[src/rtl/dbgu_pkg.sv]
package dbgu_pkg;
  localparam logic [11:0] OFF_CTRL = 12'h000;
  localparam logic [11:0] OFF_MODE = 12'h004;
  localparam logic [11:0] OFF_IEN  = 12'h008;
  localparam logic [11:0] OFF_IDIS = 12'h00C;
  localparam logic [11:0] OFF_MASK = 12'h010;
  localparam logic [11:0] OFF_STAT = 12'h014;
  localparam logic [11:0] OFF_RHR  = 12'h018;
  localparam logic [11:0] OFF_THR  = 12'h01C;
  localparam logic [11:0] OFF_DIV  = 12'h020;
  localparam logic [11:0] OFF_XFER = 12'h124;

  localparam int ST_RXRDY = 0;
  localparam int ST_TXRDY = 1;
  localparam int ST_OVR   = 5;
  localparam int ST_TXEMP = 9;
  localparam int ST_TXBUF = 11;

  localparam int MB_RX = 0;
  localparam int MB_TX = 4;

  function automatic logic [31:0] trim_ctrl(input logic [31:0] d);
    return d & 32'h0000_00FC;
  endfunction

  function automatic logic [31:0] trim_mode(input logic [31:0] d);
    return d & 32'h0000_0FFF;
  endfunction

  function automatic logic [31:0] trim_div(input logic [31:0] d);
    return d & 32'h0000_FFFF;
  endfunction

  function automatic logic [31:0] status_word(input logic nonempty, input logic ovr);
    logic [31:0] s;
    s = '0;
    s[ST_RXRDY] = nonempty;
    s[ST_TXRDY] = 1'b1;
    s[ST_OVR]   = ovr;
    s[ST_TXEMP] = 1'b1;
    s[ST_TXBUF] = 1'b1;
    return s;
  endfunction
endpackage

[src/rtl/dbgu_rxq.sv]
module dbgu_rxq #(
  parameter int DEPTH = 16,
  parameter int W     = 8,
  localparam int PW   = (DEPTH > 1) ? $clog2(DEPTH) : 1,
  localparam int CW   = $clog2(DEPTH + 1)
) (
  input  logic          clk,
  input  logic          rst_n,
  input  logic          push_req,
  input  logic [W-1:0]  din,
  input  logic          pop_req,
  output logic          push_ok,
  output logic          drop,
  output logic [CW-1:0] count,
  output logic [W-1:0]  head
);
  logic [W-1:0]  mem [DEPTH];
  logic [PW-1:0] rd_ptr, wr_ptr;
  logic          pop_ok;

  function automatic logic [PW-1:0] bump(input logic [PW-1:0] p);
    return (p == PW'(DEPTH - 1)) ? '0 : p + 1'b1;
  endfunction

  assign push_ok = push_req && (count != CW'(DEPTH));
  assign drop    = push_req && (count == CW'(DEPTH));
  assign pop_ok  = pop_req && (count != '0);
  assign head    = mem[rd_ptr];

  always_ff @(posedge clk) begin
    if (push_ok) mem[wr_ptr] <= din;
  end

  always_ff @(posedge clk) begin
    if (!rst_n) begin
      rd_ptr <= '0;
      wr_ptr <= '0;
      count  <= '0;
    end else begin
      if (push_ok) wr_ptr <= bump(wr_ptr);
      if (pop_ok)  rd_ptr <= bump(rd_ptr);
      count <= count + CW'(push_ok) - CW'(pop_ok);
    end
  end
endmodule

[src/rtl/dbgu_irq.sv]
module dbgu_irq (
  input  logic        clk,
  input  logic        rst_n,
  input  logic        set_en,
  input  logic        clr_en,
  input  logic [31:0] wdata,
  input  logic        evt_rx,
  input  logic        evt_tx,
  input  logic        clr_all,
  output logic [31:0] mask,
  output logic        irq
);
  import dbgu_pkg::*;
  logic [1:0] pend, pend_nxt;

  always_comb begin
    pend_nxt = clr_all ? 2'b00 : pend;
    if (evt_rx && mask[MB_RX]) pend_nxt[0] = 1'b1;
    if (evt_tx && mask[MB_TX]) pend_nxt[1] = 1'b1;
  end

  always_ff @(posedge clk) begin
    if (!rst_n) begin
      mask <= '0;
      pend <= '0;
    end else begin
      if (set_en)      mask <= mask | wdata;
      else if (clr_en) mask <= mask & ~wdata;
      pend <= pend_nxt;
    end
  end

  assign irq = |pend;
endmodule

[src/rtl/dbgu_cfg.sv]
module dbgu_cfg (
  input  logic        clk,
  input  logic        rst_n,
  input  logic        we_ctrl,
  input  logic        we_mode,
  input  logic        we_div,
  input  logic [31:0] wdata,
  output logic [31:0] ctrl,
  output logic [31:0] mode,
  output logic [31:0] div
);
  import dbgu_pkg::*;

  always_ff @(posedge clk) begin
    if (!rst_n) begin
      ctrl <= '0;
      mode <= '0;
      div  <= '0;
    end else begin
      if (we_ctrl) ctrl <= trim_ctrl(wdata);
      if (we_mode) mode <= trim_mode(wdata);
      if (we_div)  div  <= trim_div(wdata);
    end
  end
endmodule

[src/rtl/dbg_uart_regs.sv]
module dbg_uart_regs #(
  parameter int DEPTH = 16,
  parameter int AW    = 9,
  localparam int CW   = $clog2(DEPTH + 1)
) (
  input  logic          clk,
  input  logic          rst_n,
  input  logic          bus_sel,
  input  logic          bus_wr,
  input  logic [AW-1:0] bus_addr,
  input  logic [31:0]   bus_wdata,
  output logic [31:0]   bus_rdata,
  input  logic          rx_valid,
  input  logic [7:0]    rx_byte,
  output logic          tx_valid,
  output logic [7:0]    tx_byte,
  output logic          irq
);
  import dbgu_pkg::*;

  logic          wr_en, rd_en;
  logic          q_push, q_drop, q_pop;
  logic [CW-1:0] q_count;
  logic [7:0]    q_head;
  logic          ovr_flag;
  logic          evt_clr_all, evt_thr_wr;
  logic [31:0]   mask, ctrl, mode, div;
  logic [31:0]   rdata_nxt;

  function automatic logic at(input logic [AW-1:0] a, input logic [11:0] off);
    return a == AW'(off);
  endfunction

  assign wr_en       = bus_sel && bus_wr;
  assign rd_en       = bus_sel && !bus_wr;
  assign q_pop       = rd_en && at(bus_addr, OFF_RHR);
  assign evt_thr_wr  = wr_en && at(bus_addr, OFF_THR);
  assign evt_clr_all = rd_en && at(bus_addr, OFF_STAT) && (q_count == '0);

  dbgu_rxq #(.DEPTH(DEPTH), .W(8)) u_rxq (
    .clk(clk), .rst_n(rst_n),
    .push_req(rx_valid), .din(rx_byte), .pop_req(q_pop),
    .push_ok(q_push), .drop(q_drop), .count(q_count), .head(q_head)
  );

  dbgu_irq u_irq (
    .clk(clk), .rst_n(rst_n),
    .set_en(wr_en && at(bus_addr, OFF_IEN)),
    .clr_en(wr_en && at(bus_addr, OFF_IDIS)),
    .wdata(bus_wdata),
    .evt_rx(q_push), .evt_tx(evt_thr_wr), .clr_all(evt_clr_all),
    .mask(mask), .irq(irq)
  );

  dbgu_cfg u_cfg (
    .clk(clk), .rst_n(rst_n),
    .we_ctrl(wr_en && at(bus_addr, OFF_CTRL)),
    .we_mode(wr_en && at(bus_addr, OFF_MODE)),
    .we_div (wr_en && at(bus_addr, OFF_DIV)),
    .wdata(bus_wdata),
    .ctrl(ctrl), .mode(mode), .div(div)
  );

  always_comb begin
    rdata_nxt = '0;
    if (at(bus_addr, OFF_CTRL))      rdata_nxt = ctrl;
    else if (at(bus_addr, OFF_MODE)) rdata_nxt = mode;
    else if (at(bus_addr, OFF_MASK)) rdata_nxt = mask;
    else if (at(bus_addr, OFF_STAT)) rdata_nxt = status_word(q_count != '0, ovr_flag);
    else if (at(bus_addr, OFF_RHR))  rdata_nxt = (q_count != '0) ? {24'd0, q_head} : '0;
    else if (at(bus_addr, OFF_DIV))  rdata_nxt = div;
  end

  always_ff @(posedge clk) begin
    if (!rst_n) begin
      bus_rdata <= '0;
      tx_valid  <= 1'b0;
      tx_byte   <= '0;
      ovr_flag  <= 1'b0;
    end else begin
      if (rd_en)      bus_rdata <= rdata_nxt;
      tx_valid <= evt_thr_wr;
      if (evt_thr_wr) tx_byte <= bus_wdata[7:0];
      if (q_drop)     ovr_flag <= 1'b1;
    end
  end
endmodule

[config.mk]
export PLATFORM = sky130hd
export DESIGN_NAME = dbg_uart_regs
export DESIGN_NICKNAME = d
export VERILOG_FILES = /design/src/rtl/dbgu_pkg.sv /design/src/rtl/dbgu_rxq.sv /design/src/rtl/dbgu_irq.sv /design/src/rtl/dbgu_cfg.sv /design/src/rtl/dbg_uart_regs.sv
export SDC_FILE = /design/constraint.sdc
export NUM_CORES = 1
export LEC_CHECK = 0
export BUFFER_PORTS_ARGS = -buffer_cell sky130_fd_sc_hd__buf_4
export CAP_MARGIN = 0
export CORE_UTILIZATION = 40
export DETAILED_ROUTE_END_ITERATION = 10
export PLACE_DENSITY = 0.57
export SETUP_SLACK_MARGIN = 0.02
export SYNTH_ARGS = -nofsm -noshare
export SYNTH_HDL_FRONTEND = slang
export SYNTH_SLANG_ARGS = --single-unit
[constraint.sdc]
create_clock -name clk -period 2.55 [get_ports clk]
set_input_delay 0.1275 -clock clk [delete_from_list [all_inputs] [get_ports clk]]
set_output_delay 0.1275 -clock clk [all_outputs]
set_load 0.01 [all_outputs]
==> results of run 1 <==
==> worst max-delay path by stage <==
| stage | startpoint | end |
|---|---|---|
| floorplan | u_rxq.count[3] | u_rxq.count[4] |
| global placement | u_rxq.count[3] | u_rxq.count[4] |
| detailed placement | u_rxq.count[3] | u_rxq.count[4] |
| CTS | u_rxq.count[2] | u_rxq.count[4] |
| global route | u_rxq.count[3] | u_rxq.count[4] |
| finish | u_rxq.count[3] | u_rxq.count[4] |
==> logic make-up (layout without fill, tap and decap cells) <==
logic type / Yosys count / after routing / share of synthesized area, %
DFF: 255 / 255 / 62.41
and+or+nand+nor: 226 / 226 / 10.47
AOI/OAI and AO/OA: 221 / 221 / 13.60
buffers and inverters: 70 / 254 / 2.959
muxes: 49 / 49 / 8.718
adders and majority gates: 11 / 11 / 1.418
xor gates and xnor gates: 5 / 5 / 0.4280
==> per-layer routing <==
metal / vias up / global-route usage, % / wire [um]
met4: 0 / 5.060 / 565
met3: 47 / 3.064 / 1176
li1: 3487 / - / -
met2: 190 / 32.85 / 12270
met5: - / 0 / 0
met1: 3513 / 26.71 / 11600
==> per-stage QoR <==
stage / setup WS [ps] / power (W) / cell area, um^2 / cells
floorplan: 12.61 / 0.004859 / 10250 / 837
global placement: 13.86 / 0.005138 / 11490 / 1250
detailed placement: -19.50 / 0.005149 / 11490 / 1250
CTS: 6.486 / 0.008968 / 12870 / 1350
global route: -50.79 / 0.009237 / 12890 / 1351
finish: 30.05 / 0.008926 / 12890 / 1351
==> repair_timing <==
action                                  in CTS  in global routing
buffers inserted                             6                  1
pin swaps                                    6                  7
hold endpoints to repair                   211                  0
gates resized for setup                      9                  2
hold buffers                                47                  0
endpoints found under the setup margin       1                  1
==> synthesized netlist by cell type, drive strengths merged, types with 2 or more instances <==
| cell | instances |
|---|---|
| a21oi | 101 |
| a221oi | 4 |
| a22oi | 13 |
| a311oi | 35 |
| a31oi | 10 |
| a32o | 5 |
| a41oi | 2 |
| and2 | 3 |
| buf | 19 |
| clkbuf | 36 |
| dfxtp | 127 |
| edfxtp | 128 |
| ha | 10 |
| inv | 15 |
| mux2i | 16 |
| mux4 | 32 |
| nand2 | 102 |
| nand2b | 9 |
| nand3 | 33 |
| nor2 | 53 |
| nor2b | 4 |
| nor3 | 8 |
| nor3b | 2 |
| o2111ai | 3 |
| o211ai | 2 |
| o21ai | 37 |
| o21bai | 2 |
| o2bb2ai | 3 |
| or2 | 2 |
| or3 | 4 |
| xor2 | 4 |
==> power breakdown <==
| part | switching, W | total [W] | internal (W) | leakage [nW] |
|---|---|---|---|---|
| Combinational | 0.000420 | 0.000792 | 0.000372 | 1.75 |
| Sequential | 0.0000384 | 0.00442 | 0.00438 | 2.18 |
| Clock | 0.00157 | 0.00371 | 0.00214 | 0.422 |
==> worst register-to-register path: cells and delay by family, from the launching register on <==
family | cells | cell delay [ps]
DFF | 1 | 330
buffers and inverters | 3 | 170
adders and majority gates | 3 | 500
and+or+nand+nor | 6 | 1240
AOI/OAI and AO/OA | 2 | 230
==> cell type report <==
| cell class | instances | area [um^2] |
|---|---|---|
| Multi-Input combinational cell | 512 | 3597 |
| Tap cell | 330 | 412.9 |
| Clock buffer | 34 | 742.0 |
| Fill cell | 2277 | 12220 |
| Sequential cell | 255 | 6390 |
| Inverter | 15 | 58.81 |
| Clock inverter | 13 | 91.34 |
| Timing Repair Buffer | 192 | 1597 |
==> results.toml, run 1 <==
[setup_path]
crit_fanout = 3
cpPeakStageDelay_ps = 460
cp-start-kind = "flip-flop"
r2r_setup_slack_ps = 30
reg2reg_to = "u_rxq.count[4]"
cp_common_cell = "inv_2"
cp.required_ps = 3020
worstReg2RegStart = "u_rxq.count[3]"
crit_arrival_ps = 2990
crit_chain = "inv_2, ha_4, or4b_4, nand4_1, or3_4, nand2_4, ha_4, inv_2, fa_2, inv_2, a21oi_2, nor2_1, or3_1, a21oi_2"
critical_path_class = "reg -> reg"
cpLargestDelayFamily = "simple AND/OR/NAND/NOR gates"
critPathBufInv = 3
critPathCaptureType = "flip-flop"
crit_cells = 14
slowest_stage = "or4b_4"
worstRegToRegCells = 14

[global_routing]
track_usage_pct = 19.67
grt_max_degree = 64
antenna_found_initial = 0
grt_pass1_wl_mm = 40.18
grt_overflow_total = 0
grt_pass1_vias = 7208

[floorplan]
die_width_um = 161.9
die_area_um2 = 26220
core_area_um2 = 25110
io_pins = 96
dieHeight_um = 161.9
rows = 58
initial_core_util_pct = 40.75

[logic_synthesis]
async_flop_share_pct = 0
synth_top_area_share_pct = 37.56
synth.distinct_cells = 53
syn_area_per_cell_um2 = 12.22
synth_area_um2 = 10230
synth.largest_area_cell = "edfxtp_1"
synth_seq_cells = 255
yosys-top-cells-area = "edfxtp_1, dfxtp_1, mux4_2, a21oi_1, nand2_1"
syn_inst = 837
yosysWarnings = 0
ys_seq_area_share_pct = 62.41
syn-num-nets = 902
yosys_most_used_dff = "edfxtp_1"
synth-edff-count = 128

[status]
status = "complete, no violations"

[cells_and_area]
syn_to_final_growth_pct = 25.96
nets = 1068
antenna_cells = 0
final_common_cell = "buf_4"
drive_above_1_share_pct = 24.78
final_cell_mix = "buf_4, edfxtp_1, dfxtp_1, nand2_1, a21oi_1"
final_util_pct = 51.33

[clocking]
clock_path_buffers = 3
clk-insertion-delay-late_ps = 540
htree_levels = 1
clk_pin_slew_ps = 60
cts_sinks = 255
cts_made_buffers = 27
cts_root_buf = "clkbuf_16"
cts_tree = "done"

[route]
firstDrtPassIters = 5
drt-initial-drc-count = 536
detail-route-antenna-nets = 0
routed_wl_mm = 25.61
drc_errors = 0
vias = 7237
viasPerCell = 5.357
routedWlPerCell_um = 18.96

[sta]
finalCriticalPeriod_ps = 2520
finalSetupViolCount = 0
fin_worst_skew_ps = 8.875
worst_pin_slew_ps = 704.0
finalHoldViolCount = 0
fin_setup_tns_ps = 0
fin_crit_sh_pct = 98.82
report.final.slew_viol_count = 0
rsz0062_at_grt = "true"
max_slew_margin_pct = 52.90
fmax_mhz = 396.8
worst_hold_slack_ps = 50.67

[min_path]
holdPathStages = 3
min_to = "tx_valid"
hp-class = "in -> reg"
min_from = "bus_wr"

[place]
hpwl_mm = 16.21
place.gp.congestion = 0.7795
port_buffers = 95

[power]
p_leak_nw = 4.357
powerDensity_nw_per_um2 = 692.5
ir_drop_mv = 0.5719

[job]
cap_violations = 0
No activity file was read; power rests on OpenSTA's default activity.
==> run 2: changes to the inputs <==
--- a/config.mk
+++ b/config.mk
@@ -8,7 +8,7 @@
 export BUFFER_PORTS_ARGS = -buffer_cell sky130_fd_sc_hd__buf_4
 export CAP_MARGIN = 0
-export CORE_UTILIZATION = 40
+export CORE_UTILIZATION = 35
 export DETAILED_ROUTE_END_ITERATION = 10
-export PLACE_DENSITY = 0.57
+export PLACE_DENSITY = 0.51
 export SETUP_SLACK_MARGIN = 0.02
 export SYNTH_ARGS = -nofsm -noshare
==> constraint.sdc (replaced) <==
create_clock -name clk -period 2.55 [get_ports clk]
set_input_delay 0 -clock clk [delete_from_list [all_inputs] [get_ports clk]]
set_output_delay 0 -clock clk [all_outputs]
set_load 0.01 [all_outputs]
==> results.toml, run 2 (synthesis gave the netlist of run 1 again) <==
[status]
status = "complete, no violations"

[setup_path]
crit_arrival_ps = 2940
crit_fanout = 3
critical_path_class = "reg -> reg"
cp-start-kind = "flip-flop"
critPathCaptureType = "flip-flop"
cp.required_ps = 3010

[route]
viasPerCell = 5.105
detail-route-antenna-nets = 0
routedWlPerCell_um = 18.26
firstDrtPassIters = 4
drc_errors = 0
routed_wl_mm = 25.89
vias = 7239
drt-initial-drc-count = 549

[place]
hpwl_mm = 16.81
place.gp.congestion = 0.7447
port_buffers = 95
placed_cells = 1311
place_area_um2 = 11610
dp_slack_ps = -13.80

[sta]
max_slew_margin_pct = 46.88
fmax_mhz = 401.7
finalHoldViolCount = 0
fin_crit_sh_pct = 97.62
finalCriticalPeriod_ps = 2489
worst_pin_slew_ps = 793.8
setup_ws_ps = 60.72
report.final.slew_viol_count = 0
rsz0062_at_grt = "true"
fin_worst_skew_ps = 13.02
finalSetupViolCount = 0

[cells_and_area]
fillers = 2658
final_cells = 1418
final_cell_area_um2 = 13040
final_common_cell = "buf_4"
final_cell_mix = "buf_4, edfxtp_1, dfxtp_1, nand2_1, a21oi_1"
syn_to_final_growth_pct = 27.43
drive_above_1_share_pct = 24.66
antenna_cells = 0
nets = 1078

[clocking]
clk-insertion-delay-late_ps = 530
cts_sinks = 255
clock_path_buffers = 3
cts_tree = "done"
htree_levels = 1
cts_root_buf = "clkbuf_16"
cts_made_buffers = 28
clk_pin_slew_ps = 60

[power]
powerDensity_nw_per_um2 = 686.1
ir_drop_mv = 0.5248
p_leak_nw = 4.385

[floorplan]
rows = 62
core_area_um2 = 28700
io_pins = 96
die_area_um2 = 29920
die_width_um = 173.0
dieHeight_um = 173.0
initial_core_util_pct = 35.65

[global_routing]
track_usage_pct = 17.30
grt_pass1_wl_mm = 40.84
grt_pass1_vias = 7118
grt_max_degree = 51
antenna_found_initial = 0
grt_overflow_total = 0

[min_path]
hp-class = "in -> reg"

[job]
cap_violations = 0
-- run 2: cell types whose count changed in the layout (fill, tap and decap cells not counted), sizes merged --
cell         before  now
buf             145  153
bufinv            1    0
clkbuf           34   47
clkinv           11    4
clkinvlp          0    1
dlygate4sd3      47   48
inv              16   14
-- run 2: cell type report --
class                      instances  area, um^2  share of cell area [%]
sequential                       255        6390                   49.01
multi-input combinational        512        3588                   27.52
timing repair buffer             201        1667                   12.78
clock buffer                      47       833.3                   6.391
tap                              384       480.5                   3.685
inverter                          15       57.56                  0.4414
clock inverter                     4       22.52                  0.1727
-- run 2: critical path, cell delays in order, from the launching register on --
cell and delay (ps):
dfxtp_2 330, inv_2 80, ha_4 120, or4b_4 450, nand4_1 140, or3_4 160
nand2_2 60, ha_4 170, inv_2 50, fa_2 200, inv_2 40, a21oi_2 100
nor2_1 60, or3_1 330, a21oi_1 130
-- run 2: path summary, 6_finish.rpt --
path	slack, ps	start	endpoint	cells past startpoint
worst max register to register	60	u_rxq.count[3]	u_rxq.count[4]	14
worst min-delay path	40	bus_addr[0]	bus_rdata[0]	5
worst min register to register	450	bus_rdata[20]	bus_rdata[20]	2
worst max-delay path	60	u_rxq.count[3]	u_rxq.count[4]	14
-- run 2: through the flow --
stage          hold slack (ps)  util [%]  total power (W)  TNS (ps)
6_report                 43.83     45.43         0.008946         0
5_1_grt                  68.60     45.43         0.009302    -78.00
4_1_cts                  38.94     45.30         0.009030         0
3_5_place_dp             207.4     40.46         0.005176    -13.80
3_3_place_gp             204.6     40.46         0.005173         0
2_1_floorplan            98.87         -         0.004859         0
-- run 2: what timing repair did --
action,in CTS,in global routing
pin swaps,3,5
resized for setup,5,5
hold buffers,48,0
gates cloned,0,0
buffers inserted,6,2
endpoints found under the setup margin,1,2
endpoints found under the hold margin,222,0
-- run 2: report_power, final --
group | switching [W] | total, W | internal [W]
clock network | 0.00154 | 0.00374 | 0.00221
logic | 0.000406 | 0.000779 | 0.000373
registers | 0.0000401 | 0.00443 | 0.00439
total | 0.00198 | 0.00895 | 0.00696
-- run 2: per-layer routing --
metal / share of wire, % / routed length [um] / vias to the layer above / track usage, %
li1: - / - / 3508 / -
met1: 46 / 12010 / 3535 / 24.29
met2: 48 / 12470 / 170 / 28.66
met3: 4.1 / 1066 / 26 / 2.419
met4: 1.3 / 346 / 0 / 3.245
met5: 0 / 0 / - / 0
==> run 3: changes to the inputs <==
Settings changed: PLACE_DENSITY 0.51 to 0.49.
Clock period 2.55 ns to 2.4 ns, I/O delays scaled along.
==> results.toml, run 3 (synthesis gave the netlist of run 1 again) <==
[status]
status = "finished with violations"
violations = "negative setup slack"

[sta]
fmax_mhz = 401.2
finalHoldViolCount = 0
report.final.slew_viol_count = 0
max_slew_margin_pct = 36.56
finalSetupViolCount = 2
worst_hold_slack_ps = 49.05
worst_pin_slew_ps = 951.6
rsz0062_at_grt = "true"
finalCriticalPeriod_ps = 2493
fin_setup_tns_ps = -110.4
fin_worst_skew_ps = 9.342
fin_crit_sh_pct = 103.9
setup_ws_ps = -92.63

[global_routing]
track_usage_pct = 17.12
grt_max_degree = 86
grt_overflow_total = 0
antenna_found_initial = 0
grt_pass1_wl_mm = 40.22
grt_pass1_vias = 7048

[setup_path]
cp.required_ps = 2850
crit_fanout = 3
cpLargestDelayFamily = "simple AND/OR/NAND/NOR gates"
cpPeakStageDelay_ps = 460
slowest_stage = "or4b_4"
critPathCaptureType = "flip-flop"
cp-start-kind = "flip-flop"
crit_arrival_ps = 2950
critPathBufInv = 3
crit_chain = "inv_2, ha_4, or4b_4, nand4_1, or3_4, nand2_4, ha_4, inv_2, fa_2, inv_1, a21oi_2, nor2_1, or3_1, a21oi_2"
critical_path_class = "reg -> reg"

[floorplan]
dieHeight_um = 173.0
initial_core_util_pct = 35.65
io_pins = 96
rows = 62
core_area_um2 = 28700
die_width_um = 173.0
die_area_um2 = 29920

[cells_and_area]
syn_to_final_growth_pct = 27.83
final_common_cell = "buf_4"
antenna_cells = 0
fillers = 2656
drive_above_1_share_pct = 25.24
nets = 1084
final_cell_mix = "buf_4, edfxtp_1, dfxtp_1, nand2_1, a21oi_1"
final_util_pct = 45.57

[min_path]
hp-class = "in -> reg"

[clocking]
htree_levels = 1
cts_root_buf = "clkbuf_16"
cts_made_buffers = 28
cts_sinks = 255
clk_pin_slew_ps = 60
clk-insertion-delay-late_ps = 530
cts_tree = "done"
clock_path_buffers = 3

[route]
viasPerCell = 5.149
routedWlPerCell_um = 18.48
routed_wl_mm = 26.28
drc_errors = 0
drt-initial-drc-count = 647
detail-route-antenna-nets = 0
vias = 7322
firstDrtPassIters = 5

[power]
ir_drop_mv = 0.4093
powerDensity_nw_per_um2 = 719.5
total_power_w = 0.009411
p_leak_nw = 4.423

[place]
hpwl_mm = 16.55
place.gp.congestion = 0.7702
port_buffers = 95

[job]
cap_violations = 0
[run 3: cell count changes in the layout (fill, tap and decap cells not counted), moves of 4 or more]
cell      delta
clkbuf_1    -11
clkinv_2     +5
clkinv_1     +9
clkbuf_8     -4
buf_4        +4
[run 3: timing repair]
action / CTS / global route
setup endpoints to repair: 3 / 11
pin swaps: 4 / 6
buffers inserted: 3 / 5
hold buffers: 48 / 0
gates resized for setup: 8 / 6
endpoints found under the hold margin: 211 / 0
cloned: 0 / 1
[run 3: tightest hold or removal path, stage by stage]
cell and delay, ps:
buf_4 110, nor3_4 50, nand3_1 70, a21oi_1 70
o21bai_1 140, a221oi_1 70
[run 3: metal layers]
| metal | track usage (%) | vias up | wire length [um] |
|---|---|---|---|
| met5 | 0 | - | 0 |
| met4 | 3.945 | 0 | 462 |
| met3 | 2.199 | 31 | 958 |
| met2 | 27.62 | 168 | 12360 |
| met1 | 24.53 | 3606 | 12500 |
| li1 | - | 3517 | - |
[run 3: report_power, final]
group          internal [W]  leakage, nW  total [W]  switching, W
Combinational      0.000438         1.84   0.000894      0.000456
Clock               0.00217        0.406    0.00382       0.00165
Sequential          0.00466         2.18    0.00470     0.0000378
Total               0.00727         4.42    0.00941       0.00214
[run 3: cell type report]
type,count,area [um^2],share of cell area (%)
sequential,255,6390,48.85
multi-input combinational,512,3608,27.59
timing repair buffer,207,1733,13.25
clock buffer,32,737.0,5.634
tap,384,480.5,3.673
clock inverter,17,73.82,0.5644
inverter,15,57.56,0.4400
[run 3: through the flow]
step	area (um^2)	cells	worst slack, ps
final	13080	1422	-92.63
after detailed placement	11660	1317	-143.5
after CTS	13000	1417	-107.6
after global placement	11660	1317	-102.8
after global routing	13080	1422	-223.8
after floorplan	10250	837	-137.4
[run 3: path summary, 6_finish.rpt]
path                                     start             end  slack (ps)  cells past startpoint
worst min-delay path               bus_addr[6]    bus_rdata[0]          50                      6
worst max-delay path            u_rxq.count[2]  u_rxq.count[4]         -90                     14
worst min register to register   bus_rdata[20]   bus_rdata[20]         450                      2
worst max register to register  u_rxq.count[2]  u_rxq.count[4]         -90                     14
